$ cat config.mk
export PLATFORM = sky130hd
export DESIGN_NAME = atapi_regport
export DESIGN_NICKNAME = d
export VERILOG_FILES = /design/src/rtl/atapi_rp_pkg.sv /design/src/rtl/atapi_rp_sync.sv /design/src/rtl/atapi_rp_decode.sv /design/src/rtl/atapi_rp_pktstore.sv /design/src/rtl/atapi_regport.sv
export SDC_FILE = /design/constraint.sdc
export NUM_CORES = 1
export LEC_CHECK = 0
export BUFFER_PORTS_ARGS = -buffer_cell sky130_fd_sc_hd__clkbuf_2
export CORE_ASPECT_RATIO = 2
export CORE_UTILIZATION = 60
export CTS_CLUSTER_DIAMETER = 60
export CTS_CLUSTER_SIZE = 14
export DETAILED_ROUTE_END_ITERATION = 8
export PLACE_DENSITY = 0.83
export SLEW_MARGIN = 20
export SYNTH_ARGS = -nofsm -noshare
export SYNTH_HDL_FRONTEND = slang
export SYNTH_HIERARCHICAL = 1
export SYNTH_SLANG_ARGS = --single-unit
$ cat constraint.sdc
create_clock -name clk -period 6.1 [get_ports clk]
set_input_delay 1.22 -clock clk [delete_from_list [all_inputs] [get_ports clk]]
set_output_delay 1.22 -clock clk [all_outputs]
set_load 0.02 [all_outputs]
$ cat src/rtl/atapi_rp_pkg.sv
package atapi_rp_pkg;
  localparam int CTL_NIEN_BIT = 1;
  localparam int CTL_SRST_BIT = 2;
  localparam int DEV_SEL_BIT  = 4;

  typedef enum logic [3:0] {
    SEL_NONE,
    SEL_DATA,
    SEL_ERRFEAT,
    SEL_COUNT,
    SEL_LBALO,
    SEL_BCLO,
    SEL_BCHI,
    SEL_DEV,
    SEL_STATCMD,
    SEL_ALTCTL
  } rp_sel_e;
endpackage

$ cat src/rtl/atapi_rp_sync.sv
module atapi_rp_sync #(
  parameter int W      = 1,
  parameter int STAGES = 2
) (
  input  logic         clk,
  input  logic         rst_n,
  input  logic [W-1:0] async_i,
  output logic [W-1:0] level_o
);
  logic [STAGES-1:0][W-1:0] sh_q;
  logic [STAGES-1:0][W-1:0] sh_d;

  always_comb begin
    sh_d[0] = async_i;
    for (int s = 1; s < STAGES; s++) sh_d[s] = sh_q[s-1];
  end

  always_ff @(posedge clk or negedge rst_n) begin
    if (!rst_n) sh_q <= '1;
    else        sh_q <= sh_d;
  end

  assign level_o = sh_q[STAGES-1];
endmodule

$ cat src/rtl/atapi_rp_decode.sv
module atapi_rp_decode
  import atapi_rp_pkg::*;
(
  input  logic       cs0_n,
  input  logic       cs1_n,
  input  logic [2:0] da,
  output rp_sel_e    sel_o
);
  always_comb begin
    sel_o = SEL_NONE;
    if (!cs0_n && cs1_n) begin
      case (da)
        3'd0:    sel_o = SEL_DATA;
        3'd1:    sel_o = SEL_ERRFEAT;
        3'd2:    sel_o = SEL_COUNT;
        3'd3:    sel_o = SEL_LBALO;
        3'd4:    sel_o = SEL_BCLO;
        3'd5:    sel_o = SEL_BCHI;
        3'd6:    sel_o = SEL_DEV;
        default: sel_o = SEL_STATCMD;
      endcase
    end else if (cs0_n && !cs1_n && da == 3'd6) begin
      sel_o = SEL_ALTCTL;
    end
  end
endmodule

$ cat src/rtl/atapi_rp_pktstore.sv
module atapi_rp_pktstore #(
  parameter int PKT_BYTES = 12,
  localparam int IDX_W    = $clog2(PKT_BYTES),
  localparam int CNT_W    = $clog2(PKT_BYTES + 1)
) (
  input  logic             clk,
  input  logic             rst_n,
  input  logic             soft_rst_i,
  input  logic             flush_i,
  input  logic             wr_i,
  input  logic [15:0]      word_i,
  input  logic [IDX_W-1:0] idx_i,
  output logic [7:0]       byte_o,
  output logic             ready_o,
  output logic             ovf_o
);
  logic [CNT_W-1:0] cnt_q, cnt_d;
  logic             ready_q, ready_d;
  logic             ovf_q, ovf_d;
  logic             accept;
  logic [PKT_BYTES-1:0][7:0] bytes;

  assign accept = wr_i && !soft_rst_i && !flush_i &&
                  (cnt_q <= CNT_W'(PKT_BYTES - 2));

  for (genvar i = 0; i < PKT_BYTES; i++) begin : g_lane
    logic [7:0] lane_q, lane_d;
    logic       lo_hit, hi_hit;
    assign lo_hit = accept && (cnt_q == CNT_W'(i));
    if (i == 0) begin : g_first
      assign hi_hit = 1'b0;
    end else begin : g_rest
      assign hi_hit = accept && (cnt_q == CNT_W'(i - 1));
    end
    always_comb begin
      lane_d = lane_q;
      if (lo_hit)      lane_d = word_i[7:0];
      else if (hi_hit) lane_d = word_i[15:8];
    end
    always_ff @(posedge clk or negedge rst_n) begin
      if (!rst_n) lane_q <= '0;
      else        lane_q <= lane_d;
    end
    assign bytes[i] = lane_q;
  end

  always_comb begin
    cnt_d   = cnt_q;
    ready_d = ready_q;
    ovf_d   = ovf_q;
    if (soft_rst_i) begin
      cnt_d   = '0;
      ready_d = 1'b0;
      ovf_d   = 1'b0;
    end else if (flush_i) begin
      cnt_d   = '0;
      ready_d = 1'b0;
    end else if (wr_i) begin
      if (accept) begin
        cnt_d = cnt_q + CNT_W'(2);
        if (cnt_q == CNT_W'(PKT_BYTES - 2)) ready_d = 1'b1;
      end else begin
        ovf_d = 1'b1;
      end
    end
  end

  always_ff @(posedge clk or negedge rst_n) begin
    if (!rst_n) begin
      cnt_q   <= '0;
      ready_q <= 1'b0;
      ovf_q   <= 1'b0;
    end else begin
      cnt_q   <= cnt_d;
      ready_q <= ready_d;
      ovf_q   <= ovf_d;
    end
  end

  assign byte_o  = (32'(idx_i) < PKT_BYTES) ? bytes[idx_i] : 8'h00;
  assign ready_o = ready_q;
  assign ovf_o   = ovf_q;


  pkt_cnt_bound_chk: assert property (@(posedge clk) disable iff (!rst_n)
    cnt_q <= CNT_W'(PKT_BYTES));


  ovf_sticky_chk: assert property (@(posedge clk) disable iff (!rst_n)
    (ovf_q && !soft_rst_i) |=> ovf_q);


  ready_hold_chk: assert property (@(posedge clk) disable iff (!rst_n)
    (ready_q && !flush_i && !soft_rst_i) |=> ready_q);
endmodule

$ cat src/rtl/atapi_regport.sv
module atapi_regport
  import atapi_rp_pkg::*;
#(
  parameter int PKT_BYTES = 12,
  parameter int SYNC_STAGES = 2,
  parameter bit DEV_ID = 1'b0,
  localparam int IDX_W = $clog2(PKT_BYTES)
) (
  input  logic             clk,
  input  logic             rst_n,
  input  logic             hrst_n,
  input  logic             cs0_n,
  input  logic             cs1_n,
  input  logic [2:0]       da,
  input  logic             dior_n,
  input  logic             diow_n,
  input  logic [15:0]      dd_i,
  output logic [15:0]      dd_o,
  output logic             dd_oe,
  output logic             iordy,
  output logic             intrq_o,
  output logic             intrq_oe,
  input  logic [7:0]       fw_status,
  input  logic             irq_set,
  input  logic             pkt_phase,
  input  logic             pkt_clear,
  output logic             pkt_ready,
  input  logic [IDX_W-1:0] pkt_idx,
  output logic [7:0]       pkt_byte,
  input  logic             buf_valid,
  input  logic [15:0]      buf_data,
  output logic             buf_pop,
  output logic [7:0]       cmd_code,
  output logic             cmd_stb,
  output logic [7:0]       tf_features,
  output logic [15:0]      tf_bytecnt
);
  // strobe synchronisation and edge detection
  logic [2:0] sync_lvl;
  logic       rd_lvl, wr_lvl, hr_lvl;
  logic       rd_dly_q, wr_dly_q;
  logic       rd_fall, rd_rise, wr_fall;

  atapi_rp_sync #(.W(3), .STAGES(SYNC_STAGES)) u_sync (
    .clk    (clk),
    .rst_n  (rst_n),
    .async_i({hrst_n, diow_n, dior_n}),
    .level_o(sync_lvl)
  );
  assign rd_lvl = sync_lvl[0];
  assign wr_lvl = sync_lvl[1];
  assign hr_lvl = sync_lvl[2];

  always_ff @(posedge clk or negedge rst_n) begin
    if (!rst_n) begin
      rd_dly_q <= 1'b1;
      wr_dly_q <= 1'b1;
    end else begin
      rd_dly_q <= rd_lvl;
      wr_dly_q <= wr_lvl;
    end
  end
  assign rd_fall = rd_dly_q && !rd_lvl;
  assign rd_rise = !rd_dly_q && rd_lvl;
  assign wr_fall = wr_dly_q && !wr_lvl;

  rp_sel_e sel;
  atapi_rp_decode u_dec (.cs0_n(cs0_n), .cs1_n(cs1_n), .da(da), .sel_o(sel));

  // task-file state
  logic [7:0] count_q, count_d, lbalo_q, lbalo_d, bclo_q, bclo_d;
  logic [7:0] bchi_q, bchi_d, dev_q, dev_d, feat_q, feat_d, cmd_q, cmd_d;
  logic       nien_q, nien_d, srst_q, srst_d, cstb_q, cstb_d;
  logic       pend_q, pend_d;
  logic       wait_q, wait_d;
  logic [15:0] dout_q, dout_d;
  logic       doe_q, doe_d;
  logic       clr, wr_ev, rd_ev, pio_rd, take_buf;
  logic       ovf, fifo_wr;
  logic [15:0] rd_val;

  assign clr   = srst_q || !hr_lvl;
  assign wr_ev = wr_fall && !clr;
  assign rd_ev = rd_fall && !clr;
  assign pio_rd = (sel == SEL_DATA) && !pkt_phase;
  assign take_buf = !clr && buf_valid &&
                    ((rd_fall && pio_rd) || (wait_q && !rd_rise));
  assign fifo_wr = wr_ev && (sel == SEL_DATA) && pkt_phase;

  atapi_rp_pktstore #(.PKT_BYTES(PKT_BYTES)) u_pkt (
    .clk       (clk),
    .rst_n     (rst_n),
    .soft_rst_i(clr),
    .flush_i   (pkt_clear),
    .wr_i      (fifo_wr),
    .word_i    (dd_i),
    .idx_i     (pkt_idx),
    .byte_o    (pkt_byte),
    .ready_o   (pkt_ready),
    .ovf_o     (ovf)
  );

  always_comb begin
    case (sel)
      SEL_ERRFEAT:             rd_val = {15'h0, ovf};
      SEL_COUNT:               rd_val = {8'h00, count_q};
      SEL_LBALO:               rd_val = {8'h00, lbalo_q};
      SEL_BCLO:                rd_val = {8'h00, bclo_q};
      SEL_BCHI:                rd_val = {8'h00, bchi_q};
      SEL_DEV:                 rd_val = {8'h00, dev_q};
      SEL_STATCMD, SEL_ALTCTL: rd_val = {8'h00, fw_status};
      default:                 rd_val = 16'h0000;
    endcase
  end

  // register write path
  always_comb begin
    count_d = count_q; lbalo_d = lbalo_q; bclo_d = bclo_q; bchi_d = bchi_q;
    dev_d = dev_q; feat_d = feat_q; cmd_d = cmd_q;
    nien_d = nien_q; srst_d = srst_q; cstb_d = 1'b0;
    if (clr) begin
      count_d = '0; lbalo_d = '0; bclo_d = '0; bchi_d = '0;
      dev_d = '0; feat_d = '0; cmd_d = '0; nien_d = 1'b0; srst_d = 1'b0;
    end else if (wr_ev) begin
      case (sel)
        SEL_ERRFEAT: feat_d  = dd_i[7:0];
        SEL_COUNT:   count_d = dd_i[7:0];
        SEL_LBALO:   lbalo_d = dd_i[7:0];
        SEL_BCLO:    bclo_d  = dd_i[7:0];
        SEL_BCHI:    bchi_d  = dd_i[7:0];
        SEL_DEV:     dev_d   = dd_i[7:0];
        SEL_STATCMD: begin
          cmd_d  = dd_i[7:0];
          cstb_d = 1'b1;
        end
        SEL_ALTCTL: begin
          nien_d = dd_i[CTL_NIEN_BIT];
          srst_d = dd_i[CTL_SRST_BIT];
        end
        default: ;
      endcase
    end
  end

  // interrupt pending, read path and ready stall
  always_comb begin
    pend_d = pend_q;
    if (clr)                              pend_d = 1'b0;
    else if (irq_set)                     pend_d = 1'b1;
    else if (rd_ev && sel == SEL_STATCMD) pend_d = 1'b0;
  end

  always_comb begin
    wait_d = wait_q;
    dout_d = dout_q;
    doe_d  = doe_q;
    if (clr) begin
      wait_d = 1'b0;
      doe_d  = 1'b0;
    end else if (take_buf) begin
      wait_d = 1'b0;
      dout_d = buf_data;
      doe_d  = 1'b1;
    end else if (rd_rise) begin
      wait_d = 1'b0;
      doe_d  = 1'b0;
    end else if (rd_fall && pio_rd) begin
      wait_d = 1'b1;
    end else if (rd_fall && sel != SEL_NONE) begin
      dout_d = rd_val;
      doe_d  = 1'b1;
    end
  end

  always_ff @(posedge clk or negedge rst_n) begin
    if (!rst_n) begin
      count_q <= '0; lbalo_q <= '0; bclo_q <= '0; bchi_q <= '0;
      dev_q <= '0; feat_q <= '0; cmd_q <= '0;
      nien_q <= 1'b0; srst_q <= 1'b0; cstb_q <= 1'b0; pend_q <= 1'b0;
      wait_q <= 1'b0; dout_q <= '0; doe_q <= 1'b0;
    end else begin
      count_q <= count_d; lbalo_q <= lbalo_d; bclo_q <= bclo_d;
      bchi_q <= bchi_d; dev_q <= dev_d; feat_q <= feat_d; cmd_q <= cmd_d;
      nien_q <= nien_d; srst_q <= srst_d; cstb_q <= cstb_d; pend_q <= pend_d;
      wait_q <= wait_d; dout_q <= dout_d; doe_q <= doe_d;
    end
  end

  assign dd_o        = dout_q;
  assign dd_oe       = doe_q;
  assign iordy       = !wait_q;
  assign buf_pop     = take_buf;
  assign intrq_o     = pend_q;
  assign intrq_oe    = !nien_q && (dev_q[DEV_SEL_BIT] == DEV_ID);
  assign cmd_code    = cmd_q;
  assign cmd_stb     = cstb_q;
  assign tf_features = feat_q;
  assign tf_bytecnt  = {bchi_q, bclo_q};


  single_pop_chk: assert property (@(posedge clk) disable iff (!rst_n)
    buf_pop |=> !buf_pop);


  stall_release_chk: assert property (@(posedge clk) disable iff (!rst_n)
    (!iordy && rd_rise) |=> iordy);


  cmd_pulse_chk: assert property (@(posedge clk) disable iff (!rst_n)
    cmd_stb |=> !cmd_stb);


  status_clear_chk: assert property (@(posedge clk) disable iff (!rst_n)
    (rd_fall && sel == SEL_STATCMD && !irq_set) |=> !intrq_o);


  soft_clear_chk: assert property (@(posedge clk) disable iff (!rst_n)
    clr |=> (!pkt_ready && !intrq_o && iordy));
endmodule

==> results.md, run 1 <==
- The flow ran to the end, and the final reports show no timing, DRC or antenna violations.
- The worst min-delay path class is register to register.
- Clock tree synthesis inserted a total of 17 buffers.
- For this configuration, the core starts out at a cell density of 61.81%.
- The largest area contributor in the netlist is sky130_fd_sc_hd__dfrtp_1.
- The fraction of synthesized cell area in xor and xnor cells is 0.09820%.
- Setup violations remaining at the end of the flow were counted as 0.
- The sum of negative setup slack is 0 ns.
- For this run, the number of Yosys warnings is 6.
- The first TritonRoute pass finished after 5 iterations.
- By startpoint and endpoint, the worst setup path is classified as input pin to output pin.
- The remaining max-slew budget at the tightest pin is 32.98%.
- The average cell area after synthesis is 12.23 µm².
- The hold path depth is 0.
- The total core area is approximately 14000 µm².
- The summed instance area of the synthesized netlist is 8919 µm².
- At the pin with the least slew margin, the transition time is 1.002 ns.
- The via count of the first global-routing pass is 6928.
- Port buffering added 120 buffers.
- The maximum count of clock buffers along a single path is 2.
- The worst hold slack is 0.3595 ns.
- The pre-CTS worst setup slack is approximately 1.3 ns.
- Synthesis produced a netlist with a net count of approximately 790.
- Global routing consumed, on the met3 layer, under 10% of the routing resources.
- In this run, distinct cell masters in the synthesized netlist total 60.
- In this run the number of H-tree levels came out at 4.
- The cell count after synthesis came out at 729.
- The worst endpoint data arrival time is approximately 3.5 ns.
- The clock network fraction of total power is 45.0%.
- In this run the remaining antenna-violating nets after routing total 0.
- Setup repair after global routing left no endpoint under its margin.
- Of all nets on the critical path, the largest fanout is 34.
- STA classifies the critical path endpoint as an output pin.
- The number of antenna diodes in the final layout is 0.
- Once detailed placement completed, the half-perimeter wirelength came to ~15000 µm.
- The critical path goes through clkbuf_2 -> inv_1 -> ha_1 -> nor2_1 -> a211oi_1 -> a2bb2oi_2 -> nor3b_4 -> a32o_1 -> and3_4 -> clkbuf_2.
- The sequential fraction of design power is approximately 48%.
- The routed wirelength normalized by instance count is between 20 and 25 µm.
- At the end of routability-driven placement, the weighted congestion stood at 0.8723.
- The final period utilization is ~77%.
- After clock tree synthesis, the clock-pin slew on the worst setup and hold paths is 0.07 ns.
- In this design, the critical path's most frequently occurring cell is sky130_fd_sc_hd__clkbuf_2.
- The tool flagged a number of max-cap violations equal to 0.
- The number of hold-slack violations in the final timing report is 0.
- In this run the count of I/O pins placed on the die edge is between 100 and 150.
- The number of placement rows is 62.
- The number of hold buffers added after CTS was 0.
- Of the post-synthesis cell area, the part taken by muxes is 22.15%.
- The area share of the largest cell type after synthesis is about half.
- The internal power of the cells is 1.985 mW.
- CTS placed an instance of sky130_fd_sc_hd__clkbuf_16 at the clock tree root.
- The worst-case IR drop observed on VDD is 0.1992 mV.
- In the post-synthesis netlist, the biggest area contributors are sky130_fd_sc_hd__dfrtp_1 (50%), sky130_fd_sc_hd__mux2_2 (13%), sky130_fd_sc_hd__mux4_2 (6.1%).
- The first-pass GRT wire length is 35310 µm.
- The number of gates resized after CTS was 0.
- The most used flip-flop cell after synthesis is sky130_fd_sc_hd__dfrtp_1.
- Timing would allow up to 212.4 MHz.
- The element type at the critical path start is an input pin.
- The compound-gate portion of the synthesized area is 8.403%.
- The switching power share of the total is 24.90%.
- The initial antenna violation count is 0.
- Dividing total power by cell area gives a power density of approximately 260 nW/µm².
- The arithmetic-cell share of the synthesized area counting full adders, half adders and majority gates is less than 1%.
- The worst-case setup margin in the final layout is 1.392 ns.
- The number of filler cells placed in the layout is between 1000 and 1500.
- The standard cell with the maximum stage delay on the critical path is sky130_fd_sc_hd__and3_4.
- The net load switching power is 658.0 µW.
- The horizontal extent of the die is 88.21 µm.
- In the routed layout, each cell is associated on average with a via count of 6.172.
- The share of total power dissipated in combinational logic is between 7 and 8%.
- The routed design could run at a clock period as short as 4.708 ns.
- CTS saw 187 sinks.
- The global routing stage identified its most utilized layer as met2.
- For the final database, setup skew stands at 0.01282 ns.
- The clock tree from TritonCTS is yes.
- The met1 track utilization from global routing is about a third.
- After synthesis, the largest family of logic cells by area is multiplexers.
- After detailed routing, the number of remaining DRC violations is 0.
- Compared with the post-synthesis result, the final layout area differs by 14.87%.
- In this run, synthesis produced a sequential element count of ~190.
- The aggregate routed wire length is 22090 µm.
- In the final layout, the share of cells above drive strength 1 is between 30% and 40%.
- The total number of vias is 6419.
- The all-layer global routing usage is 30.90%.
- On the worst path, the slowest cell contributes a delay of 0.51 ns.
- The floorplan step defined a die boundary enclosing 15390 µm².
- Entering global routing, the biggest net connects between 100 and 150 pins.
- Summed over all layers, the global routing overflow is 0.
- After synthesis, the share of flip-flops with an asynchronous set or reset is 100.0%.
- The number of synthesized flops with an enable pin is 0.
- The final net count is about 900.
- Global routing used 56.19% of the available met2 tracks.
- Data on the critical path is required at its endpoint by 4.88 ns.
- Clock latency on the worst-skew pair, taken at its later pin, is roughly 0.43 ns.
- The die height is 174.4 µm.
- Once the clock tree was built, the setup fixing pass inserted 0 buffers.
- The max-slew violation count is 0.
- The path depth of the worst reg2reg path is 5.
- For this block, the initial DRC count from the detailed router was 537.
- After synthesis, flip-flops and latches occupy 52.58% of the total area.
- The synthesized netlist devotes about an eighth of its cell area to simple gates.
- The total leakage power is between 4 and 5 nW.
power groups by stage:
stage | combinational [mW] | sequential, mW | clock (mW)
global route | 0.206 | 1.27 | 1.25
detailed placement | 0.188 | 1.29 | 0
floorplan | 0.0842 | 1.30 | 0
CTS | 0.189 | 1.27 | 1.20
finish | 0.188 | 1.27 | 1.19
global placement | 0.182 | 1.29 | 0
stage by stage:
stage,cell area (µm²),power (mW),utilization (%),std cells
4_1_cts,10240,2.659,71.00,1040
6_report,10240,2.643,71.00,1040
2_1_floorplan,8919,1.384,-,729
3_5_place_dp,9599,1.478,66.53,1008
3_3_place_gp,9599,1.470,66.53,1008
5_1_grt,10240,2.727,71.00,1040
worst paths after layout:
check | end | startpoint | slack [ns]
min in group asynchronous | cmd_stb | rst_n | 0.87
worst min-delay path | u_sync/level_o[2] | u_sync/sh_d[5] | 0.36
worst max register to register | u_pkt/g_lane[11].lane_q[5] | u_sync/level_o[2] | 2.87
worst max-delay path | buf_pop | da[1] | 1.39
max in group asynchronous | u_pkt/g_lane[2].lane_q[7] | rst_n | 3.91
worst min register to register | u_sync/level_o[2] | u_sync/sh_d[5] | 0.36
Yosys cell counts, types with 3 or more instances:
library cell / n
sky130_fd_sc_hd__o21ai_2: 8
sky130_fd_sc_hd__mux2_2: 99
sky130_fd_sc_hd__ha_1: 6
sky130_fd_sc_hd__nand2_2: 10
sky130_fd_sc_hd__inv_1: 15
sky130_fd_sc_hd__nor2_1: 44
sky130_fd_sc_hd__a22oi_1: 13
sky130_fd_sc_hd__nand2_1: 74
sky130_fd_sc_hd__a32oi_1: 3
sky130_fd_sc_hd__a211o_1: 3
sky130_fd_sc_hd__o221ai_2: 7
sky130_fd_sc_hd__dfrtp_1: 179
sky130_fd_sc_hd__clkbuf_1: 11
sky130_fd_sc_hd__o21ai_0: 13
sky130_fd_sc_hd__a21oi_1: 45
sky130_fd_sc_hd__nor2b_1: 12
sky130_fd_sc_hd__nand3_1: 36
sky130_fd_sc_hd__buf_4: 5
sky130_fd_sc_hd__buf_6: 7
sky130_fd_sc_hd__dfstp_2: 8
sky130_fd_sc_hd__mux4_2: 24
sky130_fd_sc_hd__mux2i_1: 32
sky130_fd_sc_hd__buf_2: 21
sky130_fd_sc_hd__nor3_1: 6
sky130_fd_sc_hd__nand3b_1: 4
sky130_fd_sc_hd__nand2b_1: 4
kinds of logic (layout without fill, tap and decap cells):
| logic type | after synthesis | after routing |
|---|---|---|
| muxes | 155 | 155 |
| DFF | 187 | 187 |
| AOI/OAI and AO/OA | 108 | 108 |
| buffers and inverters | 60 | 179 |
| adders and majority gates | 6 | 6 |
| xor gates and xnor gates | 1 | 1 |
| and+or+nand+nor | 212 | 212 |
routing by layer:
| metal | vias up | routed length [µm] |
|---|---|---|
| met4 | 0 | 1077 |
| met3 | 64 | 956 |
| met5 | - | 0 |
| met2 | 255 | 12280 |
| li1 | 2836 | - |
| met1 | 3264 | 7780 |
sequential cells by signal (all words and copies together) (netlist names), 8 cells and up:
register / flops
dev_q: 8
u_pkt/g_lane.lane_q: 96
count_q: 8
bclo_q: 8
lbalo_q: 8
tf_features: 8
bchi_q: 8
dd_o: 16
cmd_code: 8
cells in the final DEF (no fill, tap or decap), types with 7 or more instances in the layout:
cell                        instances
sky130_fd_sc_hd__clkbuf_2         119
sky130_fd_sc_hd__a22oi_1           13
sky130_fd_sc_hd__inv_1             15
sky130_fd_sc_hd__clkbuf_16         17
sky130_fd_sc_hd__nand2_1           74
sky130_fd_sc_hd__nand3_1           36
sky130_fd_sc_hd__mux4_2            24
sky130_fd_sc_hd__nor2_1            43
sky130_fd_sc_hd__a21oi_1           45
sky130_fd_sc_hd__nand2_2           10
sky130_fd_sc_hd__o21ai_2            8
sky130_fd_sc_hd__dfstp_2            8
sky130_fd_sc_hd__dfrtp_1          179
sky130_fd_sc_hd__mux2i_1           32
sky130_fd_sc_hd__nor2b_1           12
sky130_fd_sc_hd__o221ai_2           7
sky130_fd_sc_hd__o21ai_0           13
sky130_fd_sc_hd__mux2_2            99
sky130_fd_sc_hd__buf_4             11
worst max-delay path: cells and delay by family:
kind	cells	cell delay, ns
AO/OA/AOI/OAI	3	0.72
AND/OR/NAND/NOR	3	0.84
buffers and inverters	3	0.47
adder cells (fa/ha/maj)	1	0.22
cell type report:
class / instances / area [µm²] / area share [%]
Timing Repair Buffer: 131 / 689.4 / 6.729
Tap cell: 192 / 240.2 / 2.345
Multi-Input combinational cell: 482 / 3920 / 38.26
Clock inverter: 15 / 220.2 / 2.149
Sequential cell: 187 / 4690 / 45.77
Inverter: 16 / 60.06 / 0.5862
Clock buffer: 17 / 425.4 / 4.152
Power figures use the tool's default switching activity.
==> run 2, diff against run 1 <==
--- a/config.mk
+++ b/config.mk
@@ -7,11 +7,11 @@
 export LEC_CHECK = 0
 export BUFFER_PORTS_ARGS = -buffer_cell sky130_fd_sc_hd__clkbuf_2
 export CORE_ASPECT_RATIO = 2
-export CORE_UTILIZATION = 60
+export CORE_UTILIZATION = 52
 export CTS_CLUSTER_DIAMETER = 60
 export CTS_CLUSTER_SIZE = 14
 export DETAILED_ROUTE_END_ITERATION = 8
-export PLACE_DENSITY = 0.83
+export PLACE_DENSITY = 0.76
 export SLEW_MARGIN = 20
 export SYNTH_ARGS = -nofsm -noshare
 export SYNTH_HDL_FRONTEND = slang
==> constraint.sdc (replaced) <==
create_clock -name clk -period 3.8 [get_ports clk]
set_input_delay 0.76 -clock clk [delete_from_list [all_inputs] [get_ports clk]]
set_output_delay 0.76 -clock clk [all_outputs]
set_load 0.02 [all_outputs]
==> results.md, run 2 (same netlist as run 1, synthesis figures left out) <==
- The run finished with clean final reports.
- The reg2reg setup slack is about 1.1 ns.
- After the first detailed-routing iteration, the DRC count stood at 262.
- The detail route stage leaves a number of antenna-violating nets equal to 0.
- The final critical path takes up 89.65% of the cycle.
- The wire-length estimate of the detail-placed layout is 15170 µm.
- The starting density of the core is 53.19%.
- The clock passes through at most 2 buffers.
- The global routing stage identified its most utilized layer as met2.
- The most flop-heavy register is u_pkt/g_lane.lane_q.
- The final net count is 912.
- TritonCTS built the clock tree.
- The number of hold-slack violations in the final timing report came to 0.
- The die covers 17710 µm².
- Leaving out fill and tap cells, the most frequent cell in the layout is sky130_fd_sc_hd__dfrtp_1.
- The floorplan step set the die height to 187.2 µm.
- At the end of routability-driven placement, the weighted congestion stood at 0.8733.
- The time the final worst path needs with I/O delays and setup is 3.407 ns.
- The actual slew at the worst max-slew pin is ~0.72 ns.
- The clock network accounts for about 44% of the total power.
- The number of hold-repair buffers added at the cts stage is 0.
- Entering global routing, the biggest net connects 76 pins.
- The clock-pin slew on the worst setup and hold paths is 0.07 ns.
- The element type at the critical path start is an input pin.
- Pin placement for this block handled 121 I/O pins.
- IR analysis of the VDD net gives a maximum drop of 0.3638 mV.
- The share of final-layout standard cells stronger than drive strength 1 is 40.35%.
- The all-layer global routing usage is 25.78%.
- Across all hold checks on the routed design, the worst slack comes to 0.3311 ns.
- For this block, the via count after detailed routing is 6282.
- In this run the static leakage power is ~5.0 nW.
- The insertion delay of the later-clocked pin in the worst-skew pair is 0.43 ns.
- The worst setup skew after layout is about 0.0076 ns.
- The growth of design area from synthesis to finish is 16.23%.
- The repair_antennas step left the layout with diodes totalling 0.
- The first-pass GRT wire length is 34300 µm.
- The H-tree was split into 4 levels.
- The required time of the worst setup path is 3.04 ns.
- The min-delay analysis places its worst path in the category input pin to async pin.
- STA classifies the critical path endpoint as an output pin.
- The clock net sink count is approximately 190.
- Clock tree synthesis selected as its root buffer the cell sky130_fd_sc_hd__clkbuf_16.
- The launch point of the worst reg-to-reg path is wr_dly_q.
- The max-slew violation count came to 0.
- The met1 track utilization from global routing is between 20% and 30%.
- The remaining max-slew budget at the tightest pin is around 52%.
- The cell area power density is approximately 410 nW/µm².
- The analysis attributes to net switching a power of 966.4 µW.
- The max-capacitance violation count is 0.
- Summed over all layers, the routed wires come to 21290 µm.
- The total core area is 16770 µm².
- The via count of the first global-routing pass came to 6595.
- The floorplan has 67 rows.
- The initial antenna violation count is 0.
- The post-CTS setup repair buffer count is 0.
- The internal power of the cells is approximately 3.3 mW.
- The worst register-to-register path ends at u_pkt/g_lane[3].lane_q[0].
- The routed wirelength normalized by instance count is 19.95 µm.
- The highest attainable clock frequency is approximately 290 MHz.
- The maximum fanout along the worst path is 5.
- In the global route stage, met3 resource usage came out at 5.041%.
- The detailed-routing iteration count for the pre-antenna-repair pass is 4.
- The worst setup path is of the input pin to output pin kind.
- Net switching is around 23% of the power.
- In the layout the commonest cells are sky130_fd_sc_hd__dfrtp_1 (179), sky130_fd_sc_hd__clkbuf_2 (119), sky130_fd_sc_hd__mux2_2 (99).
- The worst endpoint data arrival time is 2.65 ns.
- Clock tree synthesis inserted a total of 17 buffers.
- In this run the tool buffered the top-level ports with between 100 and 150 buffer cells.
- Gates resized during post-CTS repair numbered 0.
- The worst register-to-register path has a depth of 6.
- The sum of negative setup slack is 0 ns.
- The horizontal extent of the die is between 90 and 100 µm.
- Combinational logic is responsible for about 7.4% of the overall power.
- Global routing finished with a remaining overflow of 0.
- Dividing the detail-routed via count by the number of cells gives 5.888.
- After detailed routing, the number of remaining DRC violations is 0.
- The routing usage on met2 is 45.90%.
- The sequential fraction of design power is 48.2%.
- Setup repair after global routing left no endpoint under its margin.
- Setup violations remaining at the end of the flow were counted as 0.
- The number of flip-flops under the largest register name is 96.
-- run 2: cell types whose count changed in the layout (fill, tap and decap cells not counted), moves of 3 or more --
| cell | previous run | this run |
|---|---|---|
| sky130_fd_sc_hd__inv_8 | 4 | 0 |
| sky130_fd_sc_hd__buf_4 | 11 | 22 |
| sky130_fd_sc_hd__inv_6 | 4 | 1 |
| sky130_fd_sc_hd__clkinvlp_4 | 0 | 3 |
-- run 2: final cells by class --
| type | count | area [µm²] |
|---|---|---|
| fillers | 1401 | 6400 |
| flip-flops and latches | 187 | 4690 |
| multi-input cells | 482 | 3920 |
| repair buffers | 144 | 812.0 |
| clock buffers | 21 | 460.4 |
| well taps | 207 | 259.0 |
| clock inverters | 10 | 165.2 |
| inverters | 16 | 60.06 |
-- run 2: power by group through the flow --
stage / logic, mW / clock network (mW) / registers (mW)
floorplan: 0.135 / 0 / 2.09
global placement: 0.313 / 0 / 2.07
detailed placement: 0.317 / 0 / 2.07
CTS: 0.318 / 1.92 / 2.03
global route: 0.343 / 1.99 / 2.03
finish: 0.312 / 1.88 / 2.03
-- run 2: how the worst max path moves through the flow --
stage,start,endpoint,slack [ns],depth (start not counted)
floorplan,da[0],u_pkt/g_lane[10].lane_q[7],0.22,13
global placement,da[0],u_pkt/g_lane[1].lane_q[3],0.29,11
detailed placement,da[0],u_pkt/g_lane[3].lane_q[0],0.16,11
CTS,da[0],buf_pop,0.41,10
global route,da[1],buf_pop,0.26,10
finish,da[0],buf_pop,0.39,9
-- run 2: critical path, stage by stage --
cell and delay, ns:
sky130_fd_sc_hd__clkbuf_2 0.11, sky130_fd_sc_hd__inv_1 0.08, sky130_fd_sc_hd__ha_1 0.25, sky130_fd_sc_hd__or3_1 0.36
sky130_fd_sc_hd__o22ai_1 0.32, sky130_fd_sc_hd__nor2_2 0.13, sky130_fd_sc_hd__a32o_1 0.29, sky130_fd_sc_hd__and3_4 0.20
sky130_fd_sc_hd__clkbuf_2 0.15
-- run 2: routing by layer --
layer  part of all wire, %  vias up
li1                      -     2859
met1                    36     3172
met2                    55      193
met3                   4.3       58
met4                   4.8        0
met5                     0        -
-- run 2: metrics by stage --
step	setup WS [ns]	total power [mW]	instances	utilization, %	instance area (µm²)
floorplan	0.2215	2.222	729	-	8919
global placement	0.2880	2.382	1036	58.10	9741
detailed placement	0.1560	2.387	1036	58.10	9741
CTS	0.4091	4.274	1067	61.83	10370
global route	0.2591	4.370	1067	61.83	10370
finish	0.3935	4.221	1067	61.83	10370
